$ cat src/rtl/px16_pkg.sv
package px16_pkg;

    typedef enum logic [1:0] {
        ST_IDLE   = 2'd0,
        ST_FIRST  = 2'd1,
        ST_SECOND = 2'd2
    } px_state_e;

    typedef enum logic {
        LAY_5551 = 1'b0,
        LAY_565  = 1'b1
    } px_layout_e;

    typedef struct packed {
        logic       ext_variant;
        logic       fmt565;
        logic       rb_swap;
        logic       be_byte;
        logic       be_pix;
        logic [1:0] mux;
    } px_ctl_t;

endpackage

$ cat src/rtl/px16_layout_sel.sv
module px16_layout_sel
    import px16_pkg::*;
(
    input  px_ctl_t    ctl,
    output px_layout_e layout,
    output logic       swap_rb
);
    always_comb begin
        layout  = LAY_565;
        swap_rb = ctl.rb_swap;
        if (ctl.ext_variant) begin
            layout  = ctl.fmt565 ? LAY_565 : LAY_5551;
            swap_rb = ctl.rb_swap;
        end else begin
            unique case (ctl.mux)
                2'd1: begin
                    layout  = LAY_5551;
                    swap_rb = ctl.rb_swap;
                end
                2'd3: begin
                    layout  = LAY_565;
                    swap_rb = 1'b1;
                end
                default: begin
                    layout  = LAY_565;
                    swap_rb = ctl.rb_swap;
                end
            endcase
        end
    end
endmodule

$ cat src/rtl/px16_lane_pick.sv
module px16_lane_pick #(
    parameter int PIX_W  = 16,
    parameter int LANES  = 2,
    parameter int BYTE_W = 8,
    localparam int WORD_W = PIX_W * LANES,
    localparam int NBYTES = PIX_W / BYTE_W,
    localparam int IDX_W  = (LANES > 1) ? $clog2(LANES) : 1
) (
    input  logic [WORD_W-1:0] word,
    input  logic              be_byte,
    input  logic              be_pix,
    input  logic [IDX_W-1:0]  idx,
    output logic [PIX_W-1:0]  pix
);
    logic [PIX_W-1:0] lane  [LANES];
    logic [PIX_W-1:0] bswap [LANES];

    for (genvar i = 0; i < LANES; i++) begin : g_lane
        assign lane[i] = word[i*PIX_W +: PIX_W];
        for (genvar b = 0; b < NBYTES; b++) begin : g_byte
            assign bswap[i][b*BYTE_W +: BYTE_W] = lane[i][(NBYTES-1-b)*BYTE_W +: BYTE_W];
        end
    end

    logic [IDX_W-1:0] rev;

    always_comb begin
        rev = IDX_W'(LANES - 1) - idx;
        if (be_byte) begin
            pix = bswap[rev];
        end else if (be_pix) begin
            pix = lane[rev];
        end else begin
            pix = lane[idx];
        end
    end
endmodule

$ cat src/rtl/px16_expand.sv
module px16_expand
    import px16_pkg::*;
#(
    parameter int PIX_W = 16,
    parameter int CH_W  = 8,
    localparam int RGB_W = 3 * CH_W
) (
    input  logic [PIX_W-1:0] pix,
    input  px_layout_e       layout,
    input  logic             swap_rb,
    output logic [RGB_W-1:0] rgb
);
    logic [4:0]      lo_f;
    logic [4:0]      hi_f;
    logic [4:0]      g5;
    logic [5:0]      g6;
    logic [CH_W-1:0] lo8;
    logic [CH_W-1:0] hi8;
    logic [CH_W-1:0] g8;

    always_comb begin
        lo_f = pix[4:0];
        g5   = pix[9:5];
        g6   = pix[10:5];
        hi_f = (layout == LAY_565) ? pix[15:11] : pix[14:10];
        lo8  = {lo_f, {(CH_W-5){1'b0}}};
        hi8  = {hi_f, {(CH_W-5){1'b0}}};
        g8   = (layout == LAY_565) ? {g6, {(CH_W-6){1'b0}}} : {g5, {(CH_W-5){1'b0}}};
        if (swap_rb) begin
            rgb = {hi8, g8, lo8};
        end else begin
            rgb = {lo8, g8, hi8};
        end
    end
endmodule

$ cat src/rtl/px16_unpacker.sv
module px16_unpacker
    import px16_pkg::*;
#(
    parameter int PIX_W = 16,
    parameter int LANES = 2,
    parameter int CH_W  = 8,
    localparam int WORD_W = PIX_W * LANES,
    localparam int RGB_W  = 3 * CH_W
) (
    input  logic              clk,
    input  logic              rst_n,
    input  logic              in_valid,
    output logic              in_ready,
    input  logic [WORD_W-1:0] in_word,
    input  logic              cfg_ext_variant,
    input  logic              cfg_fmt565,
    input  logic              cfg_rb_swap,
    input  logic              cfg_be_byte,
    input  logic              cfg_be_pix,
    input  logic [1:0]        mux_sel,
    output logic              out_valid,
    input  logic              out_ready,
    output logic [RGB_W-1:0]  out_rgb
);
    localparam int IDX_W = (LANES > 1) ? $clog2(LANES) : 1;

    px_state_e         state_q, state_d;
    logic [WORD_W-1:0] word_q;
    px_ctl_t           ctl_q;
    px_ctl_t           ctl_in;
    logic              take_in;
    logic              take_out;
    logic [IDX_W-1:0]  lane_idx;
    logic [PIX_W-1:0]  pix;
    px_layout_e        layout;
    logic              swap_rb;

    assign ctl_in = '{ext_variant: cfg_ext_variant, fmt565: cfg_fmt565,
                      rb_swap: cfg_rb_swap, be_byte: cfg_be_byte,
                      be_pix: cfg_be_pix, mux: mux_sel};

    // Next-state logic
    always_comb begin
        state_d = state_q;
        unique case (state_q)
            ST_IDLE:   if (take_in)  state_d = ST_FIRST;
            ST_FIRST:  if (take_out) state_d = ST_SECOND;
            ST_SECOND: if (take_out) state_d = ST_IDLE;
            default:   state_d = ST_IDLE;
        endcase
    end

    // State register
    always_ff @(posedge clk or negedge rst_n) begin
        if (!rst_n) begin
            state_q <= ST_IDLE;
        end else begin
            state_q <= state_d;
        end
    end

    // Word and control snapshot
    always_ff @(posedge clk or negedge rst_n) begin
        if (!rst_n) begin
            word_q <= '0;
            ctl_q  <= '0;
        end else if (take_in) begin
            word_q <= in_word;
            ctl_q  <= ctl_in;
        end
    end

    // Outputs decoded from the state
    always_comb begin
        in_ready = 1'b0;
        out_valid = 1'b0;
        lane_idx = '0;
        unique case (state_q)
            ST_IDLE:   in_ready = 1'b1;
            ST_FIRST:  out_valid = 1'b1;
            ST_SECOND: begin
                out_valid = 1'b1;
                lane_idx  = IDX_W'(1);
            end
            default:   in_ready = 1'b0;
        endcase
        take_in  = in_valid && in_ready;
        take_out = out_valid && out_ready;
    end

    px16_layout_sel u_layout (
        .ctl     (ctl_q),
        .layout  (layout),
        .swap_rb (swap_rb)
    );

    px16_lane_pick #(.PIX_W(PIX_W), .LANES(LANES)) u_pick (
        .word    (word_q),
        .be_byte (ctl_q.be_byte),
        .be_pix  (ctl_q.be_pix),
        .idx     (lane_idx),
        .pix     (pix)
    );

    px16_expand #(.PIX_W(PIX_W), .CH_W(CH_W)) u_expand (
        .pix     (pix),
        .layout  (layout),
        .swap_rb (swap_rb),
        .rgb     (out_rgb)
    );
endmodule

$ cat config.mk
export PLATFORM = sky130hd
export DESIGN_NAME = px16_unpacker
export DESIGN_NICKNAME = d
export VERILOG_FILES = /design/src/rtl/px16_pkg.sv /design/src/rtl/px16_layout_sel.sv /design/src/rtl/px16_lane_pick.sv /design/src/rtl/px16_expand.sv /design/src/rtl/px16_unpacker.sv
export SDC_FILE = /design/constraint.sdc
export NUM_CORES = 1
export LEC_CHECK = 0
export BUFFER_PORTS_ARGS = -buffer_cell sky130_fd_sc_hd__buf_4
export CAP_MARGIN = 20
export CORE_MARGIN = 2
export CORE_UTILIZATION = 59
export CTS_BUF_LIST = sky130_fd_sc_hd__clkbuf_8
export DETAILED_ROUTE_END_ITERATION = 7
export PLACE_DENSITY = 0.95
export SKIP_CTS_REPAIR_TIMING = 1
export SLEW_MARGIN = 20
export SYNTH_ARGS = -nofsm -noshare
export SYNTH_HDL_FRONTEND = slang
export SYNTH_SLANG_ARGS = --single-unit
$ cat constraint.sdc
create_clock -name clk -period 8 [get_ports clk]
set_clock_uncertainty 0.15 [all_clocks]
set_input_delay 0.4 -clock clk [delete_from_list [all_inputs] [get_ports clk]]
set_output_delay 0.4 -clock clk [all_outputs]
set_load 0.05 [all_outputs]
==> results.ini <==
[synthesis]
yosysTopAreaCell=dfrtp_1
ys_seq_elements=41
synth-compound-area-share=0.06964
synth_xor_area_frac=0
ys_seq_area_frac=0.3939
yosys.area_share.simple=0.05235
synthCells=220
synth_edf_count=0
synth_top_flop_cell=dfrtp_1
yosys_warnings=0
async_flop_share=1.000
synth.area.mux_share=0.3972
synth_top_family_by_area=multiplexers
yosys.cell_types.count=34
synthTopCellsByArea=dfrtp_1, mux2_2, mux4_2, mux2i_1, nand2_1
synthAdderAreaFrac=0.02882
synth_top_area_frac=0.3939
postSynthAreaPerCell_sq_um=11.84
synth_area_sq_mm=0.002605

[sta]
hold_slack_ns=0.1892
setup_viol=0
setup-tns-final_ns=0
finalHoldViolCount=0
setup_slack_ns=3.985
clock.fmax_mhz=249.1
min_period_over_period=0.5018
fin_crit_ns=4.015
slew_headroom=0.3421
rsz0062_at_grt=no
worst_pin_slew_ns=0.9867
finalMaxSlewViolations=0

[die]
io_pins=69
rows=24
fp.dieH_um=70.45
core_area_sq_mm=0.004294
die_w_um=70.45
die-area_sq_mm=0.004963
start_util=0.6066

[finish]
final_layout_size_suffix_gt1_frac=0.4854
nNetsFinal=324
stdcell_count=326
fillerInstances=303
area_growth_pct=19.64
num_antenna_cells=0

[clock_tree]
clkSlewWorstSetupHoldPaths_ns=0.07
cts_max_path_buffers=2
clock-sinks=41
h-tree-depth=2
cts_buffers=5
clock_latency_ns=0.28
cts_tree=yes
clockRootBuffer=clkbuf_8

[routing]
drc_errors=0
via_per_inst=6.040
drt-total-wl_um=5570
avgRoutedWirePerCell_um=17.09
dr_total_vias=1969
drt-pass1-iter-count=4
postRouteAntennaNets=0
drt_iter0_drc=151

[setup_path]
cp_cell_sequence=inv_1 > ha_1 > inv_2 > mux2i_2 > mux4_2 > mux4_2 > buf_4
reg2reg_depth=5
path_max_fanout=15
max_stage_delay_ns=0.66
r2r_slack_ns=5.65
critPathTopFamily=multiplexers
end_kind=primary output
worst_path_max_delay_cell=ha_1
crit_type=flop to primary output
cp-start-kind=flop
critical_path_buf_inv_count=3
cp_common_cell=mux4_2
required_ns=7.45
arrival_ns=3.46
timing.rr.start=state_q[0]$_DFFE_PN0P_
reg2reg_to=word_q[1]$_DFFE_PN0P_

[grt]
grt_overflow=0
use_met2=0.3994
grt_max_degree=42
grt_pass1_vias=1957
antenna_found_initial=0
met1_usage=0.3203
grtUsageMet3=0.05051
grt_pass1_wl_um=9397
grt_busiest_layer=met2
grt_use_total=0.2436

[worst_hold_path]
hp-start=in_word[27]
whs_path_depth=2
min_path_type=input pin to flop
hold_end=word_q[27]$_DFFE_PN0P_

[placed_design]
hpwlAfterDp_um=4286
gp_congestion=0.9052
numPlacedInstances=319
dp_slack_ns=4.322
port_buffers=60

[run_status]
status=completed

[flow_run]
drv_cap=0

layout by cell type (no fill, tap or decap), types with 3 or more instances in the layout:
master,n
nand2_1,22
mux2_2,50
mux4_2,11
a21oi_1,7
ha_1,6
dfrtp_1,41
conb_1,8
inv_1,6
o21ai_0,11
buf_4,61
mux2i_1,21
clkbuf_8,5
nor2_1,3
flip-flops by register name, summed over array words and instances, names as in the netlist:
| register | count |
|---|---|
| word_q | 32 |
| ctl_q | 7 |
| state_q | 2 |
Yosys cell counts (2+ instances only):
cell / count
mux4_2: 11
a21oi_1: 7
clkbuf_1: 5
mux2i_1: 21
nor2_1: 3
buf_4: 8
dfrtp_1: 41
a31oi_1: 2
nand3_1: 2
mux2_2: 50
buf_2: 4
ha_1: 6
inv_1: 6
o21ai_0: 11
nand2_1: 22
buf_1: 3
routing by layer:
| metal | wire (um) | share of wire | vias to the layer above |
|---|---|---|---|
| li1 | - | - | 890 |
| met1 | 2199 | 0.39 | 979 |
| met2 | 2832 | 0.51 | 87 |
| met3 | 414 | 0.074 | 13 |
| met4 | 123 | 0.022 | 0 |
| met5 | 0 | 0 | - |
cell families (layout without fill, tap and decap cells):
| logic type | count (synthesis) | after routing |
|---|---|---|
| flops | 41 | 41 |
| other cells | 1 | 8 |
| compound gates | 29 | 29 |
| buf+inv | 28 | 75 |
| mux | 83 | 83 |
| simple gates | 32 | 32 |
| fa+ha+maj | 6 | 6 |
through the flow:
step	cell area (sq um)	utilization
after floorplan	2631	-
after global placement	3033	0.7063
final	3117	0.7258
after CTS	3107	0.7235
after global routing	3117	0.7258
after detailed placement	3033	0.7063
area by class of cell:
cell class	count	area [sq um]	share of cell area
clock buffer	5	68.82	0.02208
clock inverter	1	5.005	0.001606
inverter	7	26.28	0.008430
multi-input combinational	158	1458	0.4677
sequential	41	1026	0.3292
tap	52	65.06	0.02088
timing repair buffer	62	467.9	0.1501
worst max path at each step:
| stage | from | end | slack [ns] | depth (start not counted) |
|---|---|---|---|---|
| final | state_q[0]$_DFFE_PN0P_ | out_rgb[7] | 3.99 | 7 |
| after global routing | state_q[0]$_DFFE_PN0P_ | out_rgb[7] | 3.78 | 7 |
| after CTS | state_q[0]$_DFFE_PN0P_ | out_rgb[7] | 4.00 | 7 |
| after detailed placement | state_q[0]$_DFFE_PN0P_ | out_rgb[7] | 4.32 | 7 |
| after global placement | state_q[0]$_DFFE_PN0P_ | out_rgb[23] | 4.42 | 7 |
| after floorplan | state_q[0]$_DFFE_PN0P_ | out_rgb[19] | 4.73 | 9 |
Power is left out: the tool's default activity adds up to more than one toggle a clock period on the data nets, which glitch-free logic cannot reach.
